`config.mk`:
```
export PLATFORM = sky130hd
export DESIGN_NAME = boot_vec_overlay
export DESIGN_NICKNAME = d
export VERILOG_FILES = /design/src/rtl/ovl_pkg.sv /design/src/rtl/ovl_addr_dec.sv /design/src/rtl/ovl_vec_rom.sv /design/src/rtl/ovl_arm_reg.sv /design/src/rtl/boot_vec_overlay.sv
export SDC_FILE = /design/constraint.sdc
export NUM_CORES = 1
export LEC_CHECK = 0
export BUFFER_PORTS_ARGS = -buffer_cell sky130_fd_sc_hd__buf_2
export CAP_MARGIN = 30
export CORE_MARGIN = 2
export CORE_UTILIZATION = 27
export DETAILED_ROUTE_END_ITERATION = 8
export GPL_TIMING_DRIVEN = 0
export HOLD_SLACK_MARGIN = 0.03
export PLACE_DENSITY = 0.77
export SKIP_CTS_REPAIR_TIMING = 1
export SLEW_MARGIN = 20
export SYNTH_ARGS = -nofsm -noshare
export SYNTH_HDL_FRONTEND = slang
export SYNTH_SLANG_ARGS = --single-unit
```
`constraint.sdc`:
```
create_clock -name clk -period 3.45 [get_ports clk]
set_input_delay 0.69 -clock clk [delete_from_list [all_inputs] [get_ports clk]]
set_output_delay 0.69 -clock clk [all_outputs]
set_load 0.05 [all_outputs]
```
`src/rtl/ovl_pkg.sv`:
```
// Shared constants for the boot vector overlay.
// Assumes a 16-bit big-endian data bus.
package ovl_pkg;
    localparam int BUS_W  = 16;
    localparam int LANE_W = 8;
endpackage

```
`src/rtl/ovl_addr_dec.sv`:
```
// Address decoder: flags accesses that fall in the low vector window or hit
// the control word. Assumes the address is a word address (byte bit 0 dropped).
module ovl_addr_dec #(
    parameter int          ADDR_W    = 24,
    parameter int          WIN_BYTES = 8,
    parameter logic [23:0] CTRL_ADDR = 24'hE10010
) (
    input  logic [ADDR_W-1:1] addr,
    output logic              win_hit,
    output logic              ctl_hit
);
    localparam int WIN_LSB = $clog2(WIN_BYTES);

    // Compare the high address bits against the window base and control word.
    always_comb begin
        win_hit = (addr[ADDR_W-1:WIN_LSB] == '0);
        ctl_hit = (addr == CTRL_ADDR[ADDR_W-1:1]);
    end
endmodule

```
`src/rtl/ovl_vec_rom.sv`:
```
// Fixed vector image: two big-endian longwords, stack then entry, split
// into 16-bit words. Assumes WIN_BYTES covers exactly the two longwords.
module ovl_vec_rom
    import ovl_pkg::*;
#(
    parameter int          WIN_BYTES = 8,
    parameter logic [31:0] STACK_VEC = 32'h00E00000,
    parameter logic [31:0] ENTRY_VEC = 32'h00F00000
) (
    input  logic [$clog2(WIN_BYTES/2)-1:0] idx,
    output logic [BUS_W-1:0]               word
);
    localparam int WORDS = WIN_BYTES / 2;
    localparam int IMG_W = WORDS * BUS_W;
    localparam logic [IMG_W-1:0] IMAGE = {STACK_VEC, ENTRY_VEC};

    logic [BUS_W-1:0] table_q [WORDS];

    // One constant word per window slot, most significant half first.
    for (genvar i = 0; i < WORDS; i++) begin : g_word
        assign table_q[i] = IMAGE[IMG_W-1-BUS_W*i -: BUS_W];
    end

    // Select the addressed slot.
    always_comb word = table_q[idx];
endmodule

```
`src/rtl/ovl_arm_reg.sv`:
```
// Arm flag: set by reset, cleared once by the disarm byte write, never set
// again until reset. Assumes wdata is the upper (even) byte lane.
module ovl_arm_reg
    import ovl_pkg::*;
#(
    parameter logic [LANE_W-1:0] DISARM_CODE = 8'h00
) (
    input  logic              clk,
    input  logic              rst_n,
    input  logic              wr_ctl,
    input  logic [LANE_W-1:0] wdata,
    output logic              armed
);
    // Hold the arm flag; only the exact disarm code clears it.
    always_ff @(posedge clk) begin
        if (!rst_n)
            armed <= 1'b1;
        else if (wr_ctl && wdata == DISARM_CODE)
            armed <= 1'b0;
    end
endmodule

```
`src/rtl/boot_vec_overlay.sv`:
```
// Boot vector overlay: serves fixed reset vectors at the low window while
// armed, gates the page decoder's memory selects there, and exposes an
// arm/status byte at the control address. Assumes inputs are stable around
// the rising clock edge and req qualifies every access.
module boot_vec_overlay
    import ovl_pkg::*;
#(
    parameter int                ADDR_W      = 24,
    parameter int                WIN_BYTES   = 8,
    parameter logic [23:0]       CTRL_ADDR   = 24'hE10010,
    parameter logic [LANE_W-1:0] DISARM_CODE = 8'h00,
    parameter logic [31:0]       STACK_VEC   = 32'h00E00000,
    parameter logic [31:0]       ENTRY_VEC   = 32'h00F00000
) (
    input  logic              clk,
    input  logic              rst_n,
    input  logic              req,
    input  logic              wr,
    input  logic [ADDR_W-1:1] addr,
    input  logic              ub,
    input  logic [LANE_W-1:0] wdata_hi,
    input  logic              mmu_ram_sel,
    input  logic              mmu_flash_sel,
    output logic              ram_sel,
    output logic              flash_sel,
    output logic              ovl_drive,
    output logic [BUS_W-1:0]  ovl_rdata,
    output logic              armed
);
    localparam int IDX_W = $clog2(WIN_BYTES / 2);

    logic             win_hit, ctl_hit;
    logic             take_win, rd_win, rd_ctl, wr_ctl;
    logic [BUS_W-1:0] rom_word;

    ovl_addr_dec #(
        .ADDR_W(ADDR_W), .WIN_BYTES(WIN_BYTES), .CTRL_ADDR(CTRL_ADDR)
    ) u_dec (
        .addr(addr), .win_hit(win_hit), .ctl_hit(ctl_hit)
    );

    ovl_vec_rom #(
        .WIN_BYTES(WIN_BYTES), .STACK_VEC(STACK_VEC), .ENTRY_VEC(ENTRY_VEC)
    ) u_rom (
        .idx(addr[IDX_W:1]), .word(rom_word)
    );

    ovl_arm_reg #(
        .DISARM_CODE(DISARM_CODE)
    ) u_arm (
        .clk(clk), .rst_n(rst_n), .wr_ctl(wr_ctl), .wdata(wdata_hi), .armed(armed)
    );

    // Classify the current access.
    always_comb begin
        take_win = req && armed && win_hit;
        rd_win   = take_win && !wr;
        rd_ctl   = req && ctl_hit && !wr;
        wr_ctl   = req && ctl_hit && wr && ub;
    end

    // Gate memory selects inside the armed window.
    always_comb begin
        ram_sel   = mmu_ram_sel   && !take_win;
        flash_sel = mmu_flash_sel && !take_win;
    end

    // Drive vector words or the status byte onto the read path.
    always_comb begin
        ovl_drive = rd_win || rd_ctl;
        if (rd_win)
            ovl_rdata = rom_word;
        else if (rd_ctl)
            ovl_rdata = {{(LANE_W-1){1'b0}}, armed, {LANE_W{1'b0}}};
        else
            ovl_rdata = '0;
    end
endmodule

```
== After elaboration in Yosys (flattened, before gate mapping) ==
Index checks and enable logic that the tools add are counted.

* Reductions and logical operators: 15
* Multiplexer cells: 5
* Equal/unequal tests: 1
* Bitwise gates (word level): 1
* $lt $le $gt $ge: 1

{| class="wikitable"
|+ Operator list
! operator !! count
|-
| 16-bit two-way mux || 3
|-
| 16-bit binary-select mux with 2-bit select || 1
|-
| 23-bit equality test, second input constant || 1
|-
| 21-bit zero test || 1
|-
| 1-bit logical AND || 10
|-
| 9-bit two-way mux || 1
|-
| 8-bit zero test || 1
|-
| 3-bit greater-or-equal comparator, second input constant || 1
|-
| 2-bit inverter with 3-bit output || 1
|-
| 1-bit zero test || 2
|-
| 1-bit logical OR || 1
|}

* Input port bits: 38
* Register bits: 1
* Output and inout port bits: 20
* Logic and storage cells: 24

== Depth between registers and ports, before layout ==
Gate-level depths: netlist of run 1.

* Depth in word-level cells: 5
* Mapped depth: 5
* Gate-level depth less buffers: 3

== By module ==
From an unflattened synthesis of run 1, not the netlist that was laid out.

* Cell total of the unflattened synthesis: 60
* Area, all modules: 431.7 sq um

{| class="wikitable"
|+ By module, submodules not included
! module !! area an instance (sq um) !! times used !! sequential area each (sq um) !! cells each
|-
| boot_vec_overlay || 192.7 || 1 || 0.0 || 26
|-
| ovl_vec_rom || 118.9 || 1 || 0.0 || 17
|-
| ovl_addr_dec || 67.6 || 1 || 0.0 || 11
|-
| ovl_arm_reg || 52.6 || 1 || 20.0 || 6
|}

== Worst setup path before layout of run 1 ==
No wires, ideal clock.

* Path kind: in2out
* Start: in addr[17] in the netlist's numbering
* End: out ovl_rdata[6]
* Data arrival time: 3799 ps
* Data required time: 2760 ps
* Path slack: -1039 ps
* Buffers on the path: 2
* Cell stages on the path: 5
* Cell sequence: or4b_1 or3_1 buf_6 nor4_1 buf_4

* Longest elaborated chain between the ends: 4

{| class="wikitable"
|+ RTL lines
! element !! RTL line !! text
|-
| start, declared || boot_vec_overlay.sv:19 || <nowiki>input logic [ADDR_W-1:1] addr,</nowiki>
|-
| 21-bit zero test || ovl_addr_dec.sv:16 || <nowiki>win_hit = (addr[ADDR_W-1:WIN_LSB] == '0);</nowiki>
|-
| 1-bit logical AND || boot_vec_overlay.sv:56 || <nowiki>take_win = req && armed && win_hit;</nowiki>
|-
| 1-bit logical AND || boot_vec_overlay.sv:57 || <nowiki>rd_win = take_win && !wr;</nowiki>
|-
| 16-bit two-way mux || boot_vec_overlay.sv:71 || <nowiki>if (rd_win)</nowiki>
|-
| end, declared || boot_vec_overlay.sv:27 || <nowiki>output logic [BUS_W-1:0] ovl_rdata,</nowiki>
|}

Every way passes these cells.

== Worst setup path after layout of run 1 ==
Same ends and word-level chain as after synthesis.

==> results.json, run 1 <==
{
  "outcome": "finished, final reports clean",
  "final_design_area_no_fill_um2": 664,
  "drive_above_1_share": 0.637,
  "post_synth_instance_area_um2": 363,
  "clk_pin_slew_worst_paths_ps": 0,
  "criticalPathCategory": "input pin to output pin",
  "min_tclk_post_route_ps": 3180,
  "ir_drop_v": 0.0000744,
  "area.growth.synth_to_final_pct": 83.1,
  "highest_clock_frequency_the_design_can_meet_ghz": 0.314,
  "synth.yosys.seq_area_share": 0.0552,
  "grt_usage": 0.129,
  "postPlaceCellArea_um2": 664,
  "fin_setup_tns_ps": 0,
  "total_global_routing_overflow": 0,
  "slew_viol_final": 0,
  "start_util": 0.282,
  "antenna_violating_nets_post_route": 0,
  "maxCapViolations": 0,
  "cpMostUsedCell": "sky130_fd_sc_hd__buf_2",
  "final_common_cell": "sky130_fd_sc_hd__buf_2",
  "drcViolationCount": 0,
  "port-buffer-count": 46,
  "critical_path_arrival_ps": 2490,
  "top_regs": "u_arm.armed: 1 flops",
  "registers.top_by_ff_count": "u_arm.armed",
  "worst_setup_path_start_kind": "input pin",
  "async_reset_ff_frac": 0,
  "most-common-layout-cells": "46 x sky130_fd_sc_hd__buf_2, 13 x sky130_fd_sc_hd__buf_4, 11 x sky130_fd_sc_hd__conb_1, 4 x sky130_fd_sc_hd__nor2_1",
  "routed_wire_length_per_instance_um": 8.54,
  "dr.first_iter.drc_count": 2,
  "dpl.hpwl_um": 946,
  "synth_warnings": 0,
  "multiInputGateArea_um2": 283,
  "synth_seq_cells": 1,
  "cp_max_fo": 6,
  "longest_individual_stage_delay_on_the_worst_path_ps": 530,
  "buffers_inverters_on_critical_path": 4,
  "endpoint_kind": "output pin",
  "synth_ff_type": "sky130_fd_sc_hd__dfxtp_1",
  "routed_wl_um": 999,
  "hold_path.class": "register to register",
  "core_mm2": 0.00128,
  "post_drt_via_cell_ratio": 4.13,
  "slowest_stage": "sky130_fd_sc_hd__or4b_1",
  "regArea_um2": 20.0,
  "gp_routability_congestion": 0.756,
  "finalSetupViolations": 0,
  "final-hold-violation-count": 0,
  "netlist_instances": 46,
  "min_period_over_period": 0.922,
  "synthDistinctLibCells": 22,
  "p_leak_nw": 0.353,
  "cell_family_contributing_the_most_delay_on_the_critical_path": "simple AND/OR/NAND/NOR gates",
  "skew_ps": 0,
  "path_cells": "buf_2 > or4b_1 > or3_1 > buf_6 > nor4_4 > buf_4 > buf_2",
  "fillers": 133,
  "grt_first_pass_wirelength_mm": 1.54,
  "relSlewSlack": 0.668,
  "first_global_vias": 395,
  "power_per_cell_area_mw_per_mm2": 126,
  "rsz0062_at_grt": "no",
  "hold-path-cell-count": 2,
  "worst_ep_required_time_ps": 2760,
  "dieHeight_um": 40.7,
  "num-nets-final": 142,
  "die_x_um": 40.7,
  "antenna_cells_inserted": 0,
  "number_of_antenna_violations_at_the_first_check_in_global_routing": 0,
  "floorplan.rows": 13,
  "floorplan.die_area_mm2": 0.00165,
  "worst_margin_pin_slew_ps": 493,
  "largest_register_ffs": 1,
  "io_pins": 58,
  "number_of_enable_flip_flop_cells_after_synthesis": 0,
  "largest_net_degree_at_the_start_of_global_routing": 7,
  "synth_area_per_cell_um2": 7.89,
  "worst-r2r-cell-count": 2,
  "hold-worst-slack_ps": 612,
  "vias": 483,
  "worstSetupPathDepth": 7,
  "insertion_delay_of_the_later_clocked_pin_in_the_worst_skew_pair_ps": 0,
  "firstDrtPassIters": 3
}
## tightest hold or removal path, delay by kind of cell, from the launching register on
kind               cells  cell delay (ps)
AOI/OAI and AO/OA      1              100
DFF                    1              310
and+or+nand+nor        1              140
## per-stage QoR
stage                     total power, mW  instances  utilization  setup WS, ps
after floorplan                    0.0593         56            -          43.2
after global placement             0.0826        117        0.517           273
after detailed placement           0.0834        117        0.517           248
after CTS                          0.0835        117        0.517           247
after global routing               0.0891        117        0.517           134
final                              0.0836        117        0.517           269
## worst paths after layout
check	from	end	slack (ps)
worst min-delay path	u_arm.armed	u_arm.armed	610
worst max-delay path	addr[17]	ovl_rdata[6]	270
worst max register to register	u_arm.armed	u_arm.armed	2760
worst min register to register	u_arm.armed	u_arm.armed	610
## cells in the mapped netlist (2+ instances only)
cell type	instances	area share
sky130_fd_sc_hd__or4_1	2	0.041
sky130_fd_sc_hd__nand2b_1	2	0.034
sky130_fd_sc_hd__nor4b_1	3	0.072
sky130_fd_sc_hd__nor4_1	2	0.034
sky130_fd_sc_hd__nor2_1	4	0.041
sky130_fd_sc_hd__buf_4	13	0.27
sky130_fd_sc_hd__o21a_1	2	0.041
sky130_fd_sc_hd__nand2_1	3	0.031
sky130_fd_sc_hd__nand4_1	2	0.034
## per-layer routing
layer | global-route usage | routed length [um] | up-vias
met3 | 0.00543 | 108 | 0
met4 | 0.0333 | 0 | 0
met2 | 0.226 | 494 | 27
met1 | 0.170 | 395 | 194
li1 | - | - | 262
met5 | 0 | 0 | -
## cell type report
cell class	instances	share of cell area
Multi-Input combinational cell	40	0.426
Timing Repair Buffer	46	0.347
Buffer	14	0.164
Sequential cell	1	0.0301
Tap cell	15	0.0282
Inverter	1	0.00565
## report_power, final
| part | internal [mW] | switching [mW] | total, mW |
|---|---|---|---|
| clock | 0 | 0 | 0 |
| combinational | 0.0283 | 0.0436 | 0.0718 |
| sequential | 0.0118 | 0.00000000000158 | 0.0118 |
## kinds of logic after synthesis
| kind of cell | count (synthesis) | share of synthesized area |
|---|---|---|
| other | 1 | 0.0103 |
| flip-flops | 1 | 0.0552 |
| AO/OA/AOI/OAI | 4 | 0.148 |
| AND/OR/NAND/NOR | 25 | 0.476 |
| buffers and inverters | 15 | 0.310 |
Note: power is estimated with default switching activity, not from simulation.
==> run 2: changes to the inputs <==
- ABC_AREA: not set -> 1
- CORE_UTILIZATION: 27 -> 29
- GPL_TIMING_DRIVEN: 0 -> not set
- PLACE_DENSITY: 0.77 -> 0.78
- SKIP_LAST_GASP: not set -> 1
==> results.json, run 2 <==
{
  "outcome": "finished, final reports clean",
  "insertion_delay_of_the_later_clocked_pin_in_the_worst_skew_pair_ps": 0,
  "number_of_antenna_violations_at_the_first_check_in_global_routing": 0,
  "io_pins": 58,
  "synth_ff_type": "sky130_fd_sc_hd__dfxtp_1",
  "synthTopCellsByCount": "20 x sky130_fd_sc_hd__nand2_1, 19 x sky130_fd_sc_hd__nor2_1, 13 x sky130_fd_sc_hd__buf_4",
  "cell_family_contributing_the_most_delay_on_the_critical_path": "buffers and inverters",
  "ir_drop_v": 0.0000732,
  "drive_above_1_share": 0.463,
  "worst-r2r-cell-count": 2,
  "power_per_cell_area_mw_per_mm2": 131,
  "slew_viol_final": 0,
  "synth_seq_cells": 1,
  "async_reset_ff_frac": 0,
  "endpoint_kind": "output pin",
  "hold_path.class": "register to register",
  "synth.yosys.seq_area_share": 0.0495,
  "firstDrtPassIters": 4,
  "grt_first_pass_wirelength_mm": 1.45,
  "routed_wire_length_per_instance_um": 6.71,
  "worstSetupPathDepth": 7,
  "maxCapViolations": 0,
  "synth_area_per_cell_um2": 5.05,
  "routed_wl_um": 926,
  "vias": 550,
  "start_util": 0.311,
  "timing.rr.end": "u_arm.armed",
  "fin_setup_tns_ps": 0,
  "dpl.hpwl_um": 899,
  "largest_net_degree_at_the_start_of_global_routing": 5,
  "synth_top_area_cell": "sky130_fd_sc_hd__buf_4",
  "dieHeight_um": 41.3,
  "cp_max_fo": 4,
  "longest_individual_stage_delay_on_the_worst_path_ps": 270,
  "ff2ff_setup_slack_ps": 2900,
  "worst_flop_to_flop_path_startpoint": "u_arm.armed",
  "port-buffer-count": 46,
  "registers.top_by_ff_count": "u_arm.armed",
  "p_leak_nw": 0.412,
  "num-nets-final": 163,
  "skew_ps": 0,
  "min_tclk_post_route_ps": 2370,
  "slowest_stage": "sky130_fd_sc_hd__buf_2",
  "antenna_cells_inserted": 0,
  "largest_register_ffs": 1,
  "gp_routability_congestion": 0.667,
  "final_common_cell": "sky130_fd_sc_hd__buf_2",
  "first_global_vias": 448,
  "floorplan.die_area_mm2": 0.00171,
  "drcViolationCount": 0,
  "worst_setup_path_start_kind": "input pin",
  "critical_path_endpoint": "ovl_drive",
  "area.growth.synth_to_final_pct": 46.7,
  "final-hold-violation-count": 0,
  "top_regs": "u_arm.armed: 1 flops",
  "clk_pin_slew_worst_paths_ps": 0,
  "power_mw": 0.0776,
  "post_drt_via_cell_ratio": 3.99,
  "total_global_routing_overflow": 0,
  "crit_start": "addr[14]",
  "synth_warnings": 0,
  "grt_usage": 0.120,
  "rsz0062_at_grt": "no",
  "synthDistinctLibCells": 13,
  "worst_ep_required_time_ps": 2760,
  "buffers_inverters_on_critical_path": 3,
  "post-route-worst-setup-slack_ps": 1080,
  "synth_largest_type_area_fraction": 0.241,
  "dpl_worst_slack_ps": 1070,
  "synthTopCellsByArea": "sky130_fd_sc_hd__buf_4 24%, sky130_fd_sc_hd__nand2_1 19%, sky130_fd_sc_hd__nor2_1 18%, sky130_fd_sc_hd__inv_1 9.3%, sky130_fd_sc_hd__nor2_2 9.3%",
  "criticalPathCategory": "input pin to output pin",
  "number_of_enable_flip_flop_cells_after_synthesis": 0,
  "core_mm2": 0.00130,
  "critical_path_arrival_ps": 1680,
  "finalSetupViolations": 0,
  "post_synth_instance_area_um2": 404,
  "most-common-layout-cells": "46 x sky130_fd_sc_hd__buf_2, 20 x sky130_fd_sc_hd__nand2_1, 19 x sky130_fd_sc_hd__nor2_1, 11 x sky130_fd_sc_hd__conb_1, 10 x sky130_fd_sc_hd__inv_1",
  "min_period_over_period": 0.688,
  "netlist_instances": 80,
  "highest_clock_frequency_the_design_can_meet_ghz": 0.421,
  "path_cells": "buf_2 > nor2_1 > nand4_2 > inv_1 > nand3_1 > o21ai_1 > buf_2",
  "cpMostUsedCell": "sky130_fd_sc_hd__buf_2",
  "antenna_violating_nets_post_route": 0,
  "dr.first_iter.drc_count": 1,
  "post-synth-top-count-cell": "sky130_fd_sc_hd__nand2_1",
  "die_x_um": 41.3,
  "floorplan.rows": 13
}
==> run 2: changes by cell type after synthesis, sizes merged, moves of 2 or more <==
cell	change
nor2	+21
nand2b	-2
nand3	+3
or4	-2
or3	-2
inv	+12
nand2	+17
nor4b	-4
o21a	-2
nor4	-3
==> run 2: through the flow <==
stage	instance area, um^2	instances	util	hold slack [ps]
2_1_floorplan	442	90	-	697
3_3_place_gp	593	138	0.456	502
3_5_place_dp	593	138	0.456	495
4_1_cts	593	138	0.456	496
5_1_grt	593	138	0.456	513
6_report	593	138	0.456	485
==> run 2: power by group <==
group	leakage [nW]	internal (mW)	switching (mW)
registers	0.00810	0.0118	0.00000000000265
clock network	0	0	0
logic	0.404	0.0206	0.0451
total	0.412	0.0324	0.0451
==> run 2: cell families (layout without fill, tap and decap cells) <==
group | Yosys count | count (layout) | synth area share
compound gates | 1 | 1 | 0.0124
buf+inv | 26 | 59 | 0.362
flops | 1 | 1 | 0.0495
other cells | 1 | 11 | 0.00928
simple gates | 51 | 51 | 0.567
==> run 2: worst min-delay path by stage <==
stage | endpoint | startpoint | slack [ps] | cells after the start
6_report | u_arm.armed | u_arm.armed | 490 | 2
5_1_grt | u_arm.armed | u_arm.armed | 510 | 2
4_1_cts | u_arm.armed | u_arm.armed | 500 | 2
3_5_place_dp | u_arm.armed | u_arm.armed | 500 | 2
3_3_place_gp | u_arm.armed | u_arm.armed | 500 | 2
2_1_floorplan | u_arm.armed | u_arm.armed | 700 | 2
==> run 2: cell type report <==
class | instances | area (um^2)
fill | 161 | 708
multi-input combinational | 63 | 275
timing repair buffer | 46 | 230
inverter | 13 | 48.8
sequential | 1 | 20.0
tap | 15 | 18.8
==> run 2: metal layers <==
| layer | routed length, um | vias to the layer above | global-route usage | share of wire |
|---|---|---|---|---|
| met2 | 429 | 38 | 0.258 | 0.46 |
| met3 | 131 | 0 | 0.0160 | 0.14 |
| li1 | - | 297 | - | - |
| met1 | 366 | 215 | 0.118 | 0.40 |
| met4 | 0 | 0 | 0.0242 | 0 |
| met5 | 0 | - | 0 | 0 |
==> run 2: worst reg2reg max path, delay by kind of cell (launching register included) <==
kind             cells  cell delay (ps)
DFF                  1              310
and+or+nand+nor      2              110
